==> config.mk <==
export PLATFORM = sky130hd
export DESIGN_NAME = wdt_dual_base
export DESIGN_NICKNAME = d
export VERILOG_FILES = /design/src/rtl/wdt_pkg.sv /design/src/rtl/wdt_prescaler.sv /design/src/rtl/wdt_downcount.sv /design/src/rtl/wdt_dual_base.sv
export SDC_FILE = /design/constraint.sdc
export NUM_CORES = 1
export LEC_CHECK = 0
export BUFFER_PORTS_ARGS = -buffer_cell sky130_fd_sc_hd__clkbuf_2
export CAP_MARGIN = 40
export CORE_UTILIZATION = 47
export CTS_CLUSTER_SIZE = 24
export DETAILED_ROUTE_END_ITERATION = 7
export GPL_ROUTABILITY_DRIVEN = 0
export PLACE_DENSITY = 0.73
export SLEW_MARGIN = 15
export SYNTH_ARGS = -nofsm -noshare
export SYNTH_HDL_FRONTEND = slang
export SYNTH_HIERARCHICAL = 1
export SYNTH_SLANG_ARGS = --single-unit
==> constraint.sdc <==
create_clock -name clk_i -period 2.04 [get_ports clk_i]
set_input_delay 0.102 -clock clk_i [delete_from_list [all_inputs] [get_ports clk_i]]
set_output_delay 0.102 -clock clk_i [all_outputs]
set_load 0.01 [all_outputs]
==> src/rtl/wdt_pkg.sv <==
package wdt_pkg;
  localparam int ADDR_W = 2;
  localparam int DATA_W = 8;
  localparam logic [ADDR_W-1:0] A_RELOAD = 2'd0;
  localparam logic [ADDR_W-1:0] A_CTRL   = 2'd1;
  localparam logic [ADDR_W-1:0] A_GATE   = 2'd2;
  localparam logic [ADDR_W-1:0] A_EVT    = 2'd3;
  localparam int SEC_BIT  = 0;
  localparam int GATE_BIT = 1;
  localparam int EVT_BIT  = 0;
endpackage

==> src/rtl/wdt_prescaler.sv <==
module wdt_prescaler #(
  parameter int SEC_DIV  = 4,
  parameter int MIN_MULT = 60
) (
  input  logic clk_i,
  input  logic rst_ni,
  input  logic tick_i,
  input  logic sec_mode_i,
  input  logic restart_i,
  output logic unit_o
);
  localparam int MIN_DIV = SEC_DIV * MIN_MULT;
  localparam int PW      = $clog2(MIN_DIV + 1);

  logic [PW-1:0] pre_q;
  logic [PW-1:0] lim_m1;

  assign lim_m1 = sec_mode_i ? PW'(SEC_DIV - 1) : PW'(MIN_DIV - 1);
  // >= so that switching to the short base mid-unit cannot overshoot
  assign unit_o = tick_i && (pre_q >= lim_m1);

  always_ff @(posedge clk_i or negedge rst_ni) begin
    if (!rst_ni)        pre_q <= '0;
    else if (restart_i) pre_q <= '0;
    else if (unit_o)    pre_q <= '0;
    else if (tick_i)    pre_q <= pre_q + 1'b1;
  end
endmodule

==> src/rtl/wdt_downcount.sv <==
module wdt_downcount #(
  parameter int W = 8,
  parameter logic [W-1:0] RST_VAL = W'(60)
) (
  input  logic         clk_i,
  input  logic         rst_ni,
  input  logic         load_i,
  input  logic [W-1:0] load_val_i,
  input  logic         unit_i,
  output logic [W-1:0] cnt_o,
  output logic         expire_o
);
  logic [W-1:0] cnt_q;
  logic [W-1:0] load_clamped;

  assign load_clamped = (load_val_i == '0) ? W'(1) : load_val_i;
  assign expire_o     = !load_i && unit_i && (cnt_q == W'(1));
  assign cnt_o        = cnt_q;

  always_ff @(posedge clk_i or negedge rst_ni) begin
    if (!rst_ni)                    cnt_q <= RST_VAL;
    else if (load_i)                cnt_q <= load_clamped;
    else if (unit_i && cnt_q != '0) cnt_q <= cnt_q - 1'b1;
  end
endmodule

==> src/rtl/wdt_dual_base.sv <==
module wdt_dual_base
  import wdt_pkg::*;
#(
  parameter int TICKS_PER_SEC = 4,
  parameter int SECS_PER_MIN  = 60,
  parameter logic [DATA_W-1:0] RST_COUNT = 8'd60,
  parameter logic [DATA_W-1:0] RST_CTRL  = 8'h01
) (
  input  logic              clk_i,
  input  logic              rst_ni,
  input  logic              tick_i,
  input  logic              reg_we_i,
  input  logic [ADDR_W-1:0] reg_addr_i,
  input  logic [DATA_W-1:0] reg_wdata_i,
  output logic [DATA_W-1:0] reg_rdata_o,
  output logic              rst_req_o
);
  logic [DATA_W-1:0] ctrl_q, gate_q, cnt_q;
  logic evt_q, rst_req_q;
  logic wr_reload, wr_ctrl, wr_gate, wr_evt_clr;
  logic unit, expire;

  assign wr_reload  = reg_we_i && (reg_addr_i == A_RELOAD);
  assign wr_ctrl    = reg_we_i && (reg_addr_i == A_CTRL);
  assign wr_gate    = reg_we_i && (reg_addr_i == A_GATE);
  assign wr_evt_clr = reg_we_i && (reg_addr_i == A_EVT) && reg_wdata_i[EVT_BIT];

  wdt_prescaler #(
    .SEC_DIV (TICKS_PER_SEC),
    .MIN_MULT(SECS_PER_MIN)
  ) u_pre (
    .clk_i     (clk_i),
    .rst_ni    (rst_ni),
    .tick_i    (tick_i),
    .sec_mode_i(ctrl_q[SEC_BIT]),
    .restart_i (wr_reload),
    .unit_o    (unit)
  );

  wdt_downcount #(
    .W      (DATA_W),
    .RST_VAL(RST_COUNT)
  ) u_cnt (
    .clk_i     (clk_i),
    .rst_ni    (rst_ni),
    .load_i    (wr_reload),
    .load_val_i(reg_wdata_i),
    .unit_i    (unit),
    .cnt_o     (cnt_q),
    .expire_o  (expire)
  );

  always_ff @(posedge clk_i or negedge rst_ni) begin
    if (!rst_ni) begin
      ctrl_q    <= RST_CTRL;
      gate_q    <= '0;
      evt_q     <= 1'b0;
      rst_req_q <= 1'b0;
    end else begin
      if (wr_ctrl) ctrl_q <= reg_wdata_i;
      if (wr_gate) gate_q <= reg_wdata_i;
      // expiry beats a same-cycle clear
      if (expire)          evt_q <= 1'b1;
      else if (wr_evt_clr) evt_q <= 1'b0;
      // only the 0->1 edge of the event, gated at that moment
      rst_req_q <= expire && !evt_q && gate_q[GATE_BIT];
    end
  end

  assign rst_req_o = rst_req_q;

  always_comb begin
    unique case (reg_addr_i)
      A_CTRL:  reg_rdata_o = ctrl_q;
      A_GATE:  reg_rdata_o = gate_q;
      A_EVT:   reg_rdata_o = {{(DATA_W-1){1'b0}}, evt_q};
      default: reg_rdata_o = '0;
    endcase
  end
endmodule

; ---- Word-level counts from Yosys, hierarchy flattened
; Cells that the tools add are included.
[word_totals]
register_bits = 34
in_bits = 14
out_inout_bits = 9
elab_cells = 42
[op_classes]
addsub = 2
n_lt_le_gt_ge = 1
n_eq_ne = 4
mux = 10
reduce_logical = 19
[op_table]
columns = op, n
row1 = $mux 8, 7
row2 = $pmux 8 s3, 1
row3 = $logic_and 1x1->1, 11
row4 = $add 8x1->8 const B, 1
row5 = $eq 8x1->1 const B, 1
row6 = $ge 8x8->1, 1
row7 = $logic_not 8->1, 1
row8 = $reduce_bool 8->1, 1
row9 = $sub 8x1->8 const B, 1
row10 = $eq 2x2->1 const B, 2
row11 = $reduce_bool 2->1, 2
row12 = $reduce_bool 3->1, 1
row13 = $eq 2x1->1 const B, 1
row14 = $logic_not 1->1, 2
row15 = $logic_not 2->1, 1
row16 = $mux 1, 2

; ---- Depth between registers and ports, before layout
[depth]
depth_word = 7
depth_mapped = 8
ltp_nobuf = 8

; ---- By module
; Netlist, hierarchy kept.
[by_module_without_submodules]
columns = module, instances, cells_each, area_each_um2, seq_area_each_um2
row1 = wdt_dual_base, 1, 53, 805.8, 451.7
row2 = wdt_downcount, 1, 62, 563.0, 205.2
row3 = wdt_prescaler, 1, 52, 549.3, 200.2

; ---- Least setup slack after synthesis
; Ideal clock, no wire load.
[synth_path]
path_type = register to register
start = reg ctrl_q[0]
end = reg u_cnt.cnt_q[3] (netlist: u_cnt/cnt_o[3])
arrival_time_ns = 2.156
required_time_ns = 1.952
setup_slack_ns = -0.204
stages_incl_launch_ff = 9
path_buffers = 0
period_less_slack_ns = 2.244
cell_sequence = dfstp_2 ha_1 nand3_4 a2111oi_2 a211o_2 or4b_1 a21oi_1 xnor2_1 o21ai_1
[synth_between]
elab_chain_len = 5
[synth_lines]
columns = element, line_no
row1 = from (decl), wdt_dual_base.sv:18  ; logic [DATA_W-1:0] ctrl_q, gate_q, cnt_q;
row2 = from (signal assigned), wdt_dual_base.sv:60  ; if (wr_ctrl) ctrl_q <= reg_wdata_i;
row3 = $mux 8, wdt_prescaler.sv:18  ; assign lim_m1 = sec_mode_i ? PW'(SEC_DIV - 1) : PW'(MIN_DIV - 1);
row4 = $ge 8x8->1, wdt_prescaler.sv:20  ; assign unit_o = tick_i && (pre_q >= lim_m1);
row5 = $logic_and 1x1->1, wdt_prescaler.sv:20
row6 = via unit, wdt_dual_base.sv:21  ; logic unit, expire;
row7 = $logic_and 1x1->1, wdt_downcount.sv:23  ; else if (unit_i && cnt_q != '0) cnt_q <= cnt_q - 1'b1;
row8 = $reduce_bool 2->1 (no line), --
row9 = to (signal assigned), wdt_downcount.sv:22  ; else if (load_i) cnt_q <= load_clamped;
row10 = to (signal assigned), wdt_downcount.sv:23
row11 = to (decl), wdt_downcount.sv:13  ; logic [W-1:0] cnt_q;
; The timed path passes the listed nets, and every way through them passes these cells.
; A chain may end at the register's enable or synchronous reset.

; ---- Final worst setup path
; Ends and elaborated chain as after synthesis.

==> flow_summary.json <==
{
  "ios": 23,
  "worstPathRequired_ns": 2.25,
  "antenna_found_initial": 0,
  "core_um2": 3800,
  "seqCellArea_um2": 857,
  "die_x_um": 65.9,
  "synth_area_um2": 1920,
  "seq_area_frac_synth_pct": 44.7,
  "grt_pass1_vias": 1646,
  "dr.pass1.iters": 5,
  "start_util_pct": 50.5,
  "nFillCells": 294,
  "place_ws_ns": -0.362,
  "final_cells": 264,
  "num_rows": 22,
  "crit_fanout": 4,
  "endpoint_kind": "register",
  "ys_warn_count": 6,
  "critical_path_arrival_ns": 2.61,
  "cts-root-buf": "clkbuf_8",
  "fin_nets": 238,
  "yosysUniqueCellTypes": 44,
  "dpl.cell_count": 249,
  "synth-adder-area-share_pct": 5.87,
  "synth_edf_count": 0,
  "total_power_uw": 2090,
  "min_path_type": "in -> reg",
  "syn_inst": 167,
  "synthMuxAreaShare_pct": 11.2,
  "cts_buffers": 5,
  "fin_skew_ns": 0.00316,
  "finalSetupViolCount": 12,
  "utilization_pct": 65.2,
  "setup_ws_ns": -0.362,
  "rsz0062_at_grt": "true",
  "ys_async_sr_fraction_pct": 100,
  "drt_iter0_drc": 53,
  "final_area_um2": 2480,
  "synth_largest_area_cell": "dfrtp_1",
  "drcViolationCount": 0,
  "routed_via_density": 5.74,
  "insertion_delay_ns": 0.28,
  "synth_xor_area_share_pct": 4.57,
  "ys_ff_latch": 34,
  "die_y_um": 65.9,
  "totalWireLength_mm": 4.58,
  "tightest_slew_ns": 0.578,
  "vdd_ir_drop_max_uv": 463,
  "final_common_cell": "dfrtp_1",
  "ant_nets": 0,
  "antenna_cells": 0,
  "clk_pin_slew_worst_paths_ns": 0.07,
  "power_leakage_uw": 0.00114,
  "overflow": 0,
  "dieArea_um2": 4340,
  "violations": "setup timing",
  "io_buffers": 22,
  "grt_max_degree": 35,
  "multi_input_area_um2": 1130,
  "synth_top_area_share_pct": 37.8,
  "synthFlopType": "dfrtp_1",
  "maxSlewHeadroom_pct": 61.4,
  "cts_tree": "built",
  "layout_common_cells": "dfrtp_1, clkbuf_2, mux2_2, buf_4, nor2_1",
  "wl_per_cell_um": 17.3,
  "power_density_nw_per_um2": 845,
  "grt_first_pass_wirelength_mm": 7.53,
  "fmax_mhz": 416,
  "synth_simple_gate_area_share_pct": 16.9,
  "worst-setup-path-type": "reg -> reg",
  "synth_compound_area_share_pct": 14.2,
  "fin_crit_sh_pct": 118,
  "cts.path.max_buffers": 2,
  "hold_viol": 0,
  "synthTopCellsByArea": "dfrtp_1, mux2_2, dfstp_2",
  "syn_nets": 190,
  "drv_cap": 0,
  "post-route-min-period_ns": 2.40,
  "via_count": 1515,
  "clock-sinks": 34,
  "drive_gt1_share_pct": 45.8,
  "dp_hpwl_mm": 3.05,
  "area_growth_pct": 29.2,
  "worstSetupStartpointType": "register",
  "place_area_um2": 2200,
  "status": "complete, but fails checks",
  "synth_top_family_by_area": "simple AND/OR/NAND/NOR gates",
  "slew_viol_final": 0,
  "grt_use_total_pct": 23.5,
  "h-tree-depth": 2,
  "syn_area_per_cell_um2": 11.5
}
## where the power goes
part | leakage (µW) | switching [µW] | internal [µW]
sequential | 0.000414 | 106 | 812
combinational | 0.000682 | 329 | 340
clock | 0.0000482 | 234 | 272
total | 0.00114 | 669 | 1420
## flip-flops by register name, indices dropped and copies added (netlist names)
signal and flops:
u_pre/pre_q 8, u_cnt/cnt_o 8, ctrl_q 8, evt_q 1, rst_req_o 1, gate_q 8
## cell usage after synthesis (3+ instances only)
library cell / n
a21oi_1: 4
inv_1: 6
nor2b_1: 3
a21o_1: 3
xor2_1: 6
nor2_1: 14
ha_1: 9
xnor2_1: 4
dfstp_2: 5
dfrtp_1: 29
o21ai_1: 6
mux2_2: 18
nand2_1: 11
nand4_1: 6
a22o_1: 8
## stage by stage
stage	hold slack, ns	TNS (ns)
2_1_floorplan	-0.194	-0.335
3_3_place_gp	0.230	-0.863
3_5_place_dp	0.252	-1.62
4_1_cts	0.0340	-1.82
5_1_grt	0.0545	-3.70
6_report	0.0414	-2.59
## routing by layer
metal / track usage (%) / wire, µm / up-vias
met2: 41.3 / 2420 / 46
met4: 11.1 / 108 / 0
li1: - / - / 704
met3: 4.48 / 193 / 15
met5: 0 / 0 / -
met1: 27.2 / 1860 / 750
## kinds of logic after synthesis
kind of cell / after synthesis
simple gates: 51
xor+xnor: 10
flops: 34
mux: 19
fa+ha+maj: 9
compound gates: 33
buf+inv: 11
## path summary, 6_finish.rpt
kind	from	endpoint	slack, ns	cells after the start
max in group asynchronous	rst_ni	u_cnt/cnt_o[5]	1.45	3
worst min-delay path	reg_wdata_i[2]	u_cnt/cnt_o[2]	0.04	3
worst max-delay path	ctrl_q[0]	u_cnt/cnt_o[3]	-0.36	9
min in group asynchronous	rst_ni	u_pre/pre_q[3]	0.15	2
worst min register to register	gate_q[7]	gate_q[7]	0.51	1
worst max register to register	ctrl_q[0]	u_cnt/cnt_o[3]	-0.36	9
## layout make-up
| cell class | instances | share of cell area [%] |
|---|---|---|
| multi-input cells | 122 | 45.5 |
| inverters | 6 | 0.909 |
| well taps | 48 | 2.42 |
| clock buffers | 7 | 3.48 |
| clock inverters | 1 | 0.202 |
| repair buffers | 46 | 12.9 |
| flip-flops and latches | 34 | 34.6 |
## what timing repair did
| item | 4_1_cts | 5_1_grt |
|---|---|---|
| pin swaps | 4 | 8 |
| gates cloned | 0 | 0 |
| endpoints found under the setup margin | 11 | 12 |
| gates resized for setup | 17 | 2 |
| hold buffers | 1 | 0 |
| buffers inserted | 4 | 1 |
| endpoints found under the hold margin | 29 | 0 |
## worst max-delay path: stages (launching register included)
cell       delay [ns]
dfstp_2          0.58
buf_4            0.13
ha_4             0.15
nand3_2          0.11
a2111oi_4        0.36
a211o_2          0.19
or4b_4           0.47
a21oi_2          0.13
xnor2_1          0.13
o21ai_1          0.07
No activity file was read; power rests on OpenSTA's default activity.
